--- config.mk ---
export PLATFORM = sky130hd
export DESIGN_NAME = mask_expand_unit
export DESIGN_NICKNAME = d
export VERILOG_FILES = /design/src/rtl/mxu_pkg.sv /design/src/rtl/mxu_ctrl.sv /design/src/rtl/mxu_datapath.sv /design/src/rtl/mask_expand_unit.sv
export SDC_FILE = /design/constraint.sdc
export NUM_CORES = 1
export LEC_CHECK = 0
export BUFFER_PORTS_ARGS = -buffer_cell sky130_fd_sc_hd__buf_2
export CORE_AREA = 3 3 232 234
export CTS_BUF_LIST = sky130_fd_sc_hd__clkbuf_4 sky130_fd_sc_hd__clkbuf_8
export DETAILED_ROUTE_END_ITERATION = 6
export DIE_AREA = 0 0 235 237
export GPL_TIMING_DRIVEN = 0
export HOLD_SLACK_MARGIN = 0.05
export PLACE_DENSITY = 0.47
export SLEW_MARGIN = 25
export SYNTH_ARGS = -nofsm -noshare
export SYNTH_HDL_FRONTEND = slang
export SYNTH_HIERARCHICAL = 1
export SYNTH_SLANG_ARGS = --single-unit
export TNS_END_PERCENT = 50
--- constraint.sdc ---
create_clock -name clk -period 2.3 [get_ports clk]
set_input_delay 0.23 -clock clk [delete_from_list [all_inputs] [get_ports clk]]
set_output_delay 0.23 -clock clk [all_outputs]
set_load 0.05 [all_outputs]
--- src/rtl/mxu_pkg.sv ---
package mxu_pkg;
  localparam int VEC_W    = 512;
  localparam int MASK_W   = 64;
  localparam int SEG_W    = 128;
  localparam int NUM_SEG  = VEC_W / SEG_W;
  localparam int MREG_CNT = 8;
  localparam int MIDX_W   = $clog2(MREG_CNT);
  localparam int NUM_ES   = 4;
  localparam int OPC_W    = 8;
  localparam int RSVD_W   = 4;
  localparam int VL_W     = 2;
  localparam logic [OPC_W-1:0]  OPC_NARROW = 8'h28;
  localparam logic [OPC_W-1:0]  OPC_WIDE   = 8'h38;
  localparam logic [RSVD_W-1:0] RSVD_OK    = 4'hF;

  typedef enum logic [1:0] {ES_BYTE, ES_WORD, ES_DWORD, ES_QWORD} elemSize_e;
  typedef enum logic [VL_W-1:0] {VL_128, VL_256, VL_512, VL_BAD} vecLen_e;

  typedef struct packed {
    logic                 doWrite;
    elemSize_e            elemSel;
    logic [NUM_SEG-1:0]   segKeep;
  } ctrlStrobe_t;
endpackage

--- src/rtl/mxu_ctrl.sv ---
module mxu_ctrl
  import mxu_pkg::*;
(
  input  logic              clk,
  input  logic              rstN,
  input  logic              inValid,
  input  logic [OPC_W-1:0]  opcode,
  input  logic              wBit,
  input  logic [VL_W-1:0]   vecLen,
  input  logic [RSVD_W-1:0] rsvdSpec,
  output ctrlStrobe_t       strobe,
  output logic              resultWe,
  output logic              illegalOp
);
  logic isWide;
  logic opcKnown;
  logic lenOk;
  logic rsvdOk;
  logic isLegal;
  logic [NUM_SEG-1:0] segKeepV;

  assign isWide   = (opcode == OPC_WIDE);
  assign opcKnown = (opcode == OPC_NARROW) || isWide;
  assign lenOk    = (vecLen != VL_BAD);
  assign rsvdOk   = (rsvdSpec == RSVD_OK);
  assign isLegal  = opcKnown && lenOk && rsvdOk;

  // active segments = 1 << vecLen (128-bit units)
  for (genvar s = 0; s < NUM_SEG; s++) begin : g_seg
    assign segKeepV[s] = (s < (1 << vecLen));
  end

  assign strobe.doWrite = inValid && isLegal;
  assign strobe.elemSel = elemSize_e'({isWide, wBit});
  assign strobe.segKeep = segKeepV;

  always_ff @(posedge clk) begin
    if (!rstN) begin
      resultWe  <= 1'b0;
      illegalOp <= 1'b0;
    end else begin
      resultWe  <= inValid && isLegal;
      illegalOp <= inValid && !isLegal;
    end
  end


  rsvd_fault_chk: assert property (@(posedge clk) disable iff (!rstN)
    (inValid && rsvdSpec != RSVD_OK) |=> (illegalOp && !resultWe));


  bad_len_chk: assert property (@(posedge clk) disable iff (!rstN)
    (inValid && vecLen == VL_BAD) |=> (illegalOp && !resultWe));


  bad_opc_chk: assert property (@(posedge clk) disable iff (!rstN)
    (inValid && opcode != OPC_NARROW && opcode != OPC_WIDE) |=> illegalOp);


  idle_quiet_chk: assert property (@(posedge clk) disable iff (!rstN)
    !inValid |=> (!resultWe && !illegalOp));
endmodule

--- src/rtl/mxu_datapath.sv ---
module mxu_datapath
  import mxu_pkg::*;
(
  input  logic              clk,
  input  logic              rstN,
  input  ctrlStrobe_t       strobe,
  input  logic [MASK_W-1:0] maskWord,
  output logic [VEC_W-1:0]  result
);
  logic [NUM_ES-1:0][VEC_W-1:0] candidate;
  logic [VEC_W-1:0] selected;
  logic [VEC_W-1:0] lenMask;
  logic [VEC_W-1:0] nextResult;

  // one expansion per element size, lane count derived from width
  for (genvar es = 0; es < NUM_ES; es++) begin : g_size
    localparam int EB    = 8 << es;
    localparam int LANES = VEC_W / EB;
    for (genvar ln = 0; ln < LANES; ln++) begin : g_lane
      assign candidate[es][ln*EB +: EB] = {EB{maskWord[ln]}};
    end
  end

  assign selected = candidate[strobe.elemSel];

  for (genvar s = 0; s < NUM_SEG; s++) begin : g_len
    assign lenMask[s*SEG_W +: SEG_W] = {SEG_W{strobe.segKeep[s]}};
  end

  assign nextResult = selected & lenMask;

  always_ff @(posedge clk) begin
    if (!rstN)               result <= '0;
    else if (strobe.doWrite) result <= nextResult;
  end


  upper_zero_chk: assert property (@(posedge clk) disable iff (!rstN)
    (strobe.doWrite && !strobe.segKeep[NUM_SEG-1]) |=> (result[VEC_W-1 -: SEG_W] == '0));


  hold_chk: assert property (@(posedge clk) disable iff (!rstN)
    !strobe.doWrite |=> $stable(result));


  lane0_chk: assert property (@(posedge clk) disable iff (!rstN)
    strobe.doWrite |=> (result[0] == $past(maskWord[0])));
endmodule

--- src/rtl/mask_expand_unit.sv ---
module mask_expand_unit
  import mxu_pkg::*;
(
  input  logic               clk,
  input  logic               rstN,
  input  logic               inValid,
  input  logic [OPC_W-1:0]   opcode,
  input  logic               wBit,
  input  logic [VL_W-1:0]    vecLen,
  input  logic [RSVD_W-1:0]  rsvdSpec,
  input  logic [MIDX_W-1:0]  maskIdx,
  output logic [MIDX_W-1:0]  mrfAddr,
  input  logic [MASK_W-1:0]  mrfData,
  output logic [VEC_W-1:0]   result,
  output logic               resultWe,
  output logic               illegalOp
);
  ctrlStrobe_t strobe;

  assign mrfAddr = maskIdx;

  mxu_ctrl u_ctrl (
    .clk      (clk),
    .rstN     (rstN),
    .inValid  (inValid),
    .opcode   (opcode),
    .wBit     (wBit),
    .vecLen   (vecLen),
    .rsvdSpec (rsvdSpec),
    .strobe   (strobe),
    .resultWe (resultWe),
    .illegalOp(illegalOp)
  );

  mxu_datapath u_dp (
    .clk     (clk),
    .rstN    (rstN),
    .strobe  (strobe),
    .maskWord(mrfData),
    .result  (result)
  );


  we_src_chk: assert property (@(posedge clk) disable iff (!rstN)
    resultWe |-> $past(inValid));
endmodule

==> results of run 1 <==
per-layer routing:
layer	vias to the layer above	GRT usage (%)	wire, um
li1	3594	-	-
met1	3328	14.5	14600
met2	408	21.7	18300
met3	45	4.08	3430
met4	24	2.91	376
met5	-	0	151
state kept, by name, summed over array words and instances, names as in the netlist:
register,flops
u_ctrl/illegalOp,1
u_dp/result,64
u_ctrl/resultWe,1
power by group through the flow:
stage,clock (mW),combinational [mW],sequential [mW]
2_1_floorplan,0,0.163,1.17
3_3_place_gp,0,0.339,1.17
3_5_place_dp,0,0.340,1.17
4_1_cts,1.13,0.341,1.14
5_1_grt,1.18,0.369,1.14
6_report,1.09,0.341,1.14
final timing paths:
kind / start / to / slack [ps] / cells past startpoint
worst min-delay path: inValid / u_ctrl/resultWe$_SDFF_PN0_ / 160 / 3
worst max-delay path: opcode[1] / u_dp/result[375]$_SDFFE_PN0P_ / 190 / 8
worst max register to register: u_dp/result[111]$_SDFFE_PN0P_ / u_dp/result[111]$_SDFFE_PN0P_ / 1300 / 2
worst min register to register: u_dp/result[63]$_SDFFE_PN0P_ / u_dp/result[63]$_SDFFE_PN0P_ / 620 / 2
layout make-up:
cell class / count / area (um2) / area share (%)
diodes: 7 / 17.5 / 0.156
plain buffers: 492 / 3630 / 32.4
clock buffers: 9 / 124 / 1.11
clock inverters: 7 / 77.6 / 0.693
inverters: 13 / 48.8 / 0.436
multi-input cells: 278 / 2130 / 19.1
flip-flops and latches: 66 / 1320 / 11.8
well taps: 688 / 861 / 7.69
repair buffers: 597 / 2990 / 26.7
critical path, stage by stage:
cell	delay (ps)
buf_2	110
nor4b_4	280
nand4_2	140
nor2_1	250
buf_2	320
nand2_1	310
a21oi_1	570
a32o_1	200
per-stage QoR:
step	instances	worst slack (ps)	utilization (%)	hold WS [ps]	power (mW)
finish	2157	189	21.4	157	2.58
detailed placement	2134	-238	21.0	539	1.51
CTS	2150	155	21.4	132	2.61
global placement	2134	-257	21.0	530	1.51
global route	2153	69.8	21.4	141	2.70
floorplan	849	574	-	396	1.34
cell usage in the layout, fill, tap and decap left out, types with 11 or more instances in the layout:
master and n:
clkbuf_1 21, a32o_1 22, dfxtp_1 66, buf_4 455, a21oi_1 21, nand2_1 23
inv_1 11, and3b_1 18, a31o_1 27, nand2b_1 25, buf_2 606, a21boi_0 18
mux2i_1 20
kinds of logic after synthesis:
kind of cell / after synthesis / synth area share (%)
simple gates: 98 / 8.86
other cells: 1 / 0.0526
buf+inv: 505 / 51.6
mux: 28 / 4.49
flops: 66 / 18.5
compound gates: 151 / 16.5
==> metrics.cfg, run 1 <==
[run_status]
outcome=finished, final reports clean

[yosys]
synth_edf_count=0
yosys-top-cells-area=buf_4 48%, dfxtp_1 19%, a31o_1 3.3%, a32o_1 3.1%, mux2i_1 2.8%
synthArstFlopShare_pct=0
syn_nets=934
syn_inst=849
ys_ff_latch=66
yosysSeqAreaShare_pct=18.5
synth_ff_type=dfxtp_1
ys_types=43
yosysMostFrequentCell=buf_4
syn_avg_cell_area_um2=8.40
synth.largest_area_cell=buf_4
synth_commonest_cells=455 x buf_4, 66 x dfxtp_1, 27 x a31o_1
yosys_warnings=6
netlist_area_mm2=0.00713
synth_top_cell_area_share_pct=47.9

[cts]
clk_latency_ps=370
postCtsSetupBuffers=0
cts_resized=0
cts_made_buffers=9
clock_path_buffers=2
clkSlewWorstSetupHoldPaths_ps=90
htreeDepth=3
cts_hold_buf=0
clock-sinks=66
cts_root_buffer=clkbuf_8
cts_tree=built

[layout]
drive_gt1_share_pct=76.1
stdcell_area_mm2=0.0112
syn_to_final_growth_pct=57.0
fillCellCount=5839
layout.nets=1542

[pwr]
p_comb_share_pct=13.2
cell_internal_pwr_mw=1.78
sw_frac_of_total_pct=30.9
power_switching_mw=0.797
power.clock.fraction_pct=42.4
powerDensity_mw_per_mm2=230
leakage_nw=7.37
peakVddDrop_v=0.000202
seq_power_share_pct=44.4

[drt]
drc=0
drt_iter0_drc=295
vias=7399
postRouteAntennaNets=0
viasPerCell=3.43
drt_wl_total_um=36900
wire_per_inst_um=17.1
dr.pass1.iters=5

[sta]
setup_viol=0
clock_skew_ps=0
rsz0062_at_grt=false
finalCriticalPeriod_ps=2110
slew_violations=0
fmax_mhz=474
timing_hold_violations_final=0
relSlewSlack_pct=41.7
worstMarginPinSlew_ps=875
fin_crit_sh_pct=91.8
setup_tns_ps=0

[floorplan]
die_h_um=237
start_util_pct=13.7
core.rowCount=84
dieWidth_um=235
io_pins=602
core_mm2=0.0522
die_area_mm2=0.0557

[global_route]
antenna_found_initial=22
grt_pass1_vias=6793
track_usage_pct=12.4
grt_max_degree=14
gr-total-overflow=0
grt_first_pass_wirelength_um=50000

[placed_design]
gp_congestion=0.776
portBuffers=597
hpwl_um=31100
placed_cell_area_mm2=0.0110

[worst_setup_path]
cp-start-kind=input port
worstSetupPathType=input port to flop
critPathMaxFanout=10
end_kind=flop
required_ps=2620
critPathArrivalTime_ps=2430

[flow_run]
maxCapViolCount=0

[worst_hold_path]
min_path_type=input port to flop

(Power assumes the default switching activity.)
==> inputs of run 2 (changes only) <==
--- a/config.mk
+++ b/config.mk
@@ -5,6 +5,7 @@
 export SDC_FILE = /design/constraint.sdc
 export NUM_CORES = 1
 export LEC_CHECK = 0
+export ABC_AREA = 1
 export BUFFER_PORTS_ARGS = -buffer_cell sky130_fd_sc_hd__buf_2
 export CORE_AREA = 3 3 232 234
 export CTS_BUF_LIST = sky130_fd_sc_hd__clkbuf_4 sky130_fd_sc_hd__clkbuf_8
==> run 2 against run 1 <==
Sequential share of layout area about the same. Synthesized cell count is 28% higher. Maximum frequency rose by 13%. Largest power group unchanged. Routed wire length down 3.1%. Combinational power up 16%. Final cell count up 11%. Critical path depth increased by 3. Sequential power barely moved. Highest routed layer unchanged. Non-clock buffer count decreased by 2. Via count rose by 9.9%. Power shrank 0.55%. Utilization barely moved.
==> metrics.cfg, run 2 <==
[sta]
fin_crit_sh_pct=80.9  ; was 91.8%
relSlewSlack_pct=61.9  ; was 41.7%
fmax_mhz=538  ; was 474 MHz
setup_tns_ps=0  ; unchanged
finalCriticalPeriod_ps=1860  ; was 2110 ps
hold_ws_ps=114  ; was 157 ps
slew_violations=0  ; unchanged
timing_hold_violations_final=0  ; unchanged
worstMarginPinSlew_ps=570  ; was 875 ps
clock_skew_ps=0  ; unchanged
rsz0062_at_grt=false  ; unchanged
setup_viol=0  ; unchanged

[drt]
drc=0  ; unchanged
viasPerCell=3.39  ; was 3.43
wire_per_inst_um=14.9  ; was 17.1 um
drt_wl_total_um=35700  ; was 36900 um
postRouteAntennaNets=0  ; unchanged
dr.pass1.iters=5  ; unchanged
vias=8129  ; was 7399
drt_iter0_drc=377  ; was 295

[yosys]
synth.largest_area_cell=buf_4  ; unchanged
synth_ff_type=dfxtp_1  ; unchanged
yosysSeqAreaShare_pct=18.5  ; about the same
netlist_area_mm2=0.00712  ; was 0.00713 mm2
yosys_warnings=6  ; unchanged
yosys-top-cells-area=buf_4 49%, nand2_1 22%, dfxtp_1 19%, a21oi_1 4.6%, nand2_2 2.2%  ; was buf_4 48%, dfxtp_1 19%, a31o_1 3.3%, a32o_1 3.1%, mux2i_1 2.8%
synth_commonest_cells=468 x buf_4, 411 x nand2_1, 66 x dfxtp_1  ; was 455 x buf_4, 66 x dfxtp_1, 27 x a31o_1
synthArstFlopShare_pct=0  ; unchanged
ys_types=20  ; was 43
yosysMostFrequentCell=buf_4  ; unchanged
ys_ff_latch=66  ; unchanged
synth_top_cell_area_share_pct=49.3  ; was 47.9%
synth_edf_count=0  ; unchanged
syn_avg_cell_area_um2=6.55  ; was 8.40 um2
syn_nets=1172  ; was 934
syn_inst=1087  ; was 849

[floorplan]
core.rowCount=84  ; unchanged
die_area_mm2=0.0557  ; unchanged
dieWidth_um=235  ; unchanged
start_util_pct=13.6  ; was 13.7%
io_pins=602  ; unchanged
die_h_um=237  ; unchanged
core_mm2=0.0522  ; unchanged

[layout]
largestRegisters=u_dp/result x64, u_ctrl/illegalOp x1, u_ctrl/resultWe x1  ; unchanged
final_cell_mix=601 x buf_2, 468 x buf_4, 411 x nand2_1  ; was 606 x buf_2, 455 x buf_4, 66 x dfxtp_1
fillCellCount=5982  ; was 5839
syn_to_final_growth_pct=57.1  ; was 57.0%
regMostFlops=u_dp/result  ; unchanged
final_common_cell=buf_2  ; unchanged
fin_util_pct=21.4  ; about the same
largest_reg_flops=64  ; unchanged
stdcell_area_mm2=0.0112  ; about the same
layout.nets=1780  ; was 1542
final_cells=2395  ; was 2157
drive_gt1_share_pct=66.0  ; was 76.1%

[placed_design]
placed_cell_area_mm2=0.0110  ; about the same
dp.cells=2372  ; was 2134
gp_congestion=0.857  ; was 0.776
portBuffers=597  ; unchanged
hpwl_um=31200  ; was 31100 um

[worst_setup_path]
path_buf_inv=3  ; was 2
cp-start-kind=input port  ; unchanged
critPathSlowestCell=nor2_1  ; was a21oi_1
r2r_slack_ps=1360  ; was 1300 ps
cp_cell_sequence=buf_2 -> nor2_1 -> nand2_1 -> nor2_2 -> nand2_1 -> nor2_1 -> nand2_1 -> inv_1 -> buf_2 -> nand2_1 -> a21oi_1  ; was buf_2 -> nor4b_4 -> nand4_2 -> nor2_1 -> buf_2 -> nand2_1 -> a21oi_1 -> a32o_1
end_kind=flop  ; unchanged
worstSetupPathType=input port to flop  ; unchanged
crit_path_max_incr_delay_ps=440  ; was 570 ps
required_ps=2600  ; was 2620 ps
cpMostUsedCell=nand2_1  ; was buf_2
critPathMaxFanout=10  ; unchanged
critical-path-top-delay-family=simple AND/OR/NAND/NOR gates  ; unchanged
critPathArrivalTime_ps=2160  ; was 2430 ps

[run_status]
outcome=finished, final reports clean  ; unchanged

[cts]
clkSlewWorstSetupHoldPaths_ps=90  ; about the same
cts_hold_buf=0  ; unchanged
cts_resized=0  ; unchanged
cts_root_buffer=clkbuf_8  ; unchanged
postCtsSetupBuffers=0  ; unchanged
clock_path_buffers=2  ; unchanged
htreeDepth=3  ; unchanged
clock-sinks=66  ; unchanged
cts_made_buffers=9  ; unchanged
cts_tree=built  ; unchanged
clk_latency_ps=370  ; about the same

[pwr]
powerDensity_mw_per_mm2=229  ; was 230 mW/mm2
peakVddDrop_v=0.000219  ; was 0.000202 V
leakage_nw=7.70  ; was 7.37 nW

[global_route]
busiest_layer=met2  ; unchanged
grt_first_pass_wirelength_um=49200  ; was 50000 um
grt_pass1_vias=7213  ; was 6793
gr-total-overflow=0  ; unchanged
antenna_found_initial=39  ; was 22
grt_use_met1_pct=13.9  ; was 14.5%
track_usage_pct=12.0  ; was 12.4%
use_met3_pct=4.94  ; was 4.08%
grt_use_met2_pct=21.1  ; was 21.7%
grt_max_degree=14  ; unchanged

[worst_hold_path]
min_path_type=input port to flop  ; unchanged

[flow_run]
maxCapViolCount=0  ; unchanged

[run 2: cell types whose count changed after synthesis, sizes merged, moves of 10 or more]
cell / delta
o21ai: -20
a32o: -27
mux2i: -20
nand2: +413
and3: -10
nand2b: -25
and3b: -18
a31o: -27
a21oi: +36
a21boi: -23
[run 2: through the flow]
stage,total power [mW],setup slack (ps)
floorplan,1.41,906
detailed placement,1.56,86.3
CTS,2.62,465
global route,2.71,283
finish,2.56,440
global placement,1.56,79.1
[run 2: power by group]
group / internal, mW / switching [mW]
sequential: 1.14 / 0.000618
combinational: 0.150 / 0.243
clock: 0.509 / 0.516
[run 2: final timing paths]
kind	cells past startpoint	to	startpoint
worst max-delay path	11	u_dp/result[255]$_SDFFE_PN0P_	opcode[2]
worst min-delay path	3	u_ctrl/illegalOp$_SDFF_PN0_	inValid
worst max register to register	2	u_dp/result[359]$_SDFFE_PN0P_	u_dp/result[359]$_SDFFE_PN0P_
worst min register to register	2	u_dp/result[191]$_SDFFE_PN0P_	u_dp/result[191]$_SDFFE_PN0P_
[run 2: logic make-up (layout without fill, tap and decap cells)]
group | after synthesis | count (layout) | synth area share (%)
flip-flops | 66 | 66 | 18.5
other | 1 | 8 | 0.0526
AO/OA/AOI/OAI | 65 | 65 | 4.57
buffers and inverters | 504 | 1117 | 51.9
AND/OR/NAND/NOR | 451 | 451 | 25.0
[run 2: metal layers]
metal	share of wire, %	wire (um)	up-vias
met5	0.71	252	-
met4	1.5	539	40
li1	-	-	4074
met2	48	17300	446
met1	39	14000	3489
met3	10	3660	80
[run 2: worst reg2reg max path, stage by stage, from the launching register on]
cell and delay, ps:
dfxtp_1 630, nand2_1 100, a21oi_1 150
[run 2: final cells by class]
type                    instances  area [um2]  share of cell area (%)
plain buffers                 490        3630                    32.5
repair buffers                597        2990                    26.7
multi-input cells             517        2110                    18.8
flip-flops and latches         66        1320                    11.8
well taps                     688         861                    7.69
clock buffers                   9         124                    1.11
clock inverters                 7        77.6                   0.693
inverters                      14        60.1                   0.537
diodes                          7        17.5                   0.157
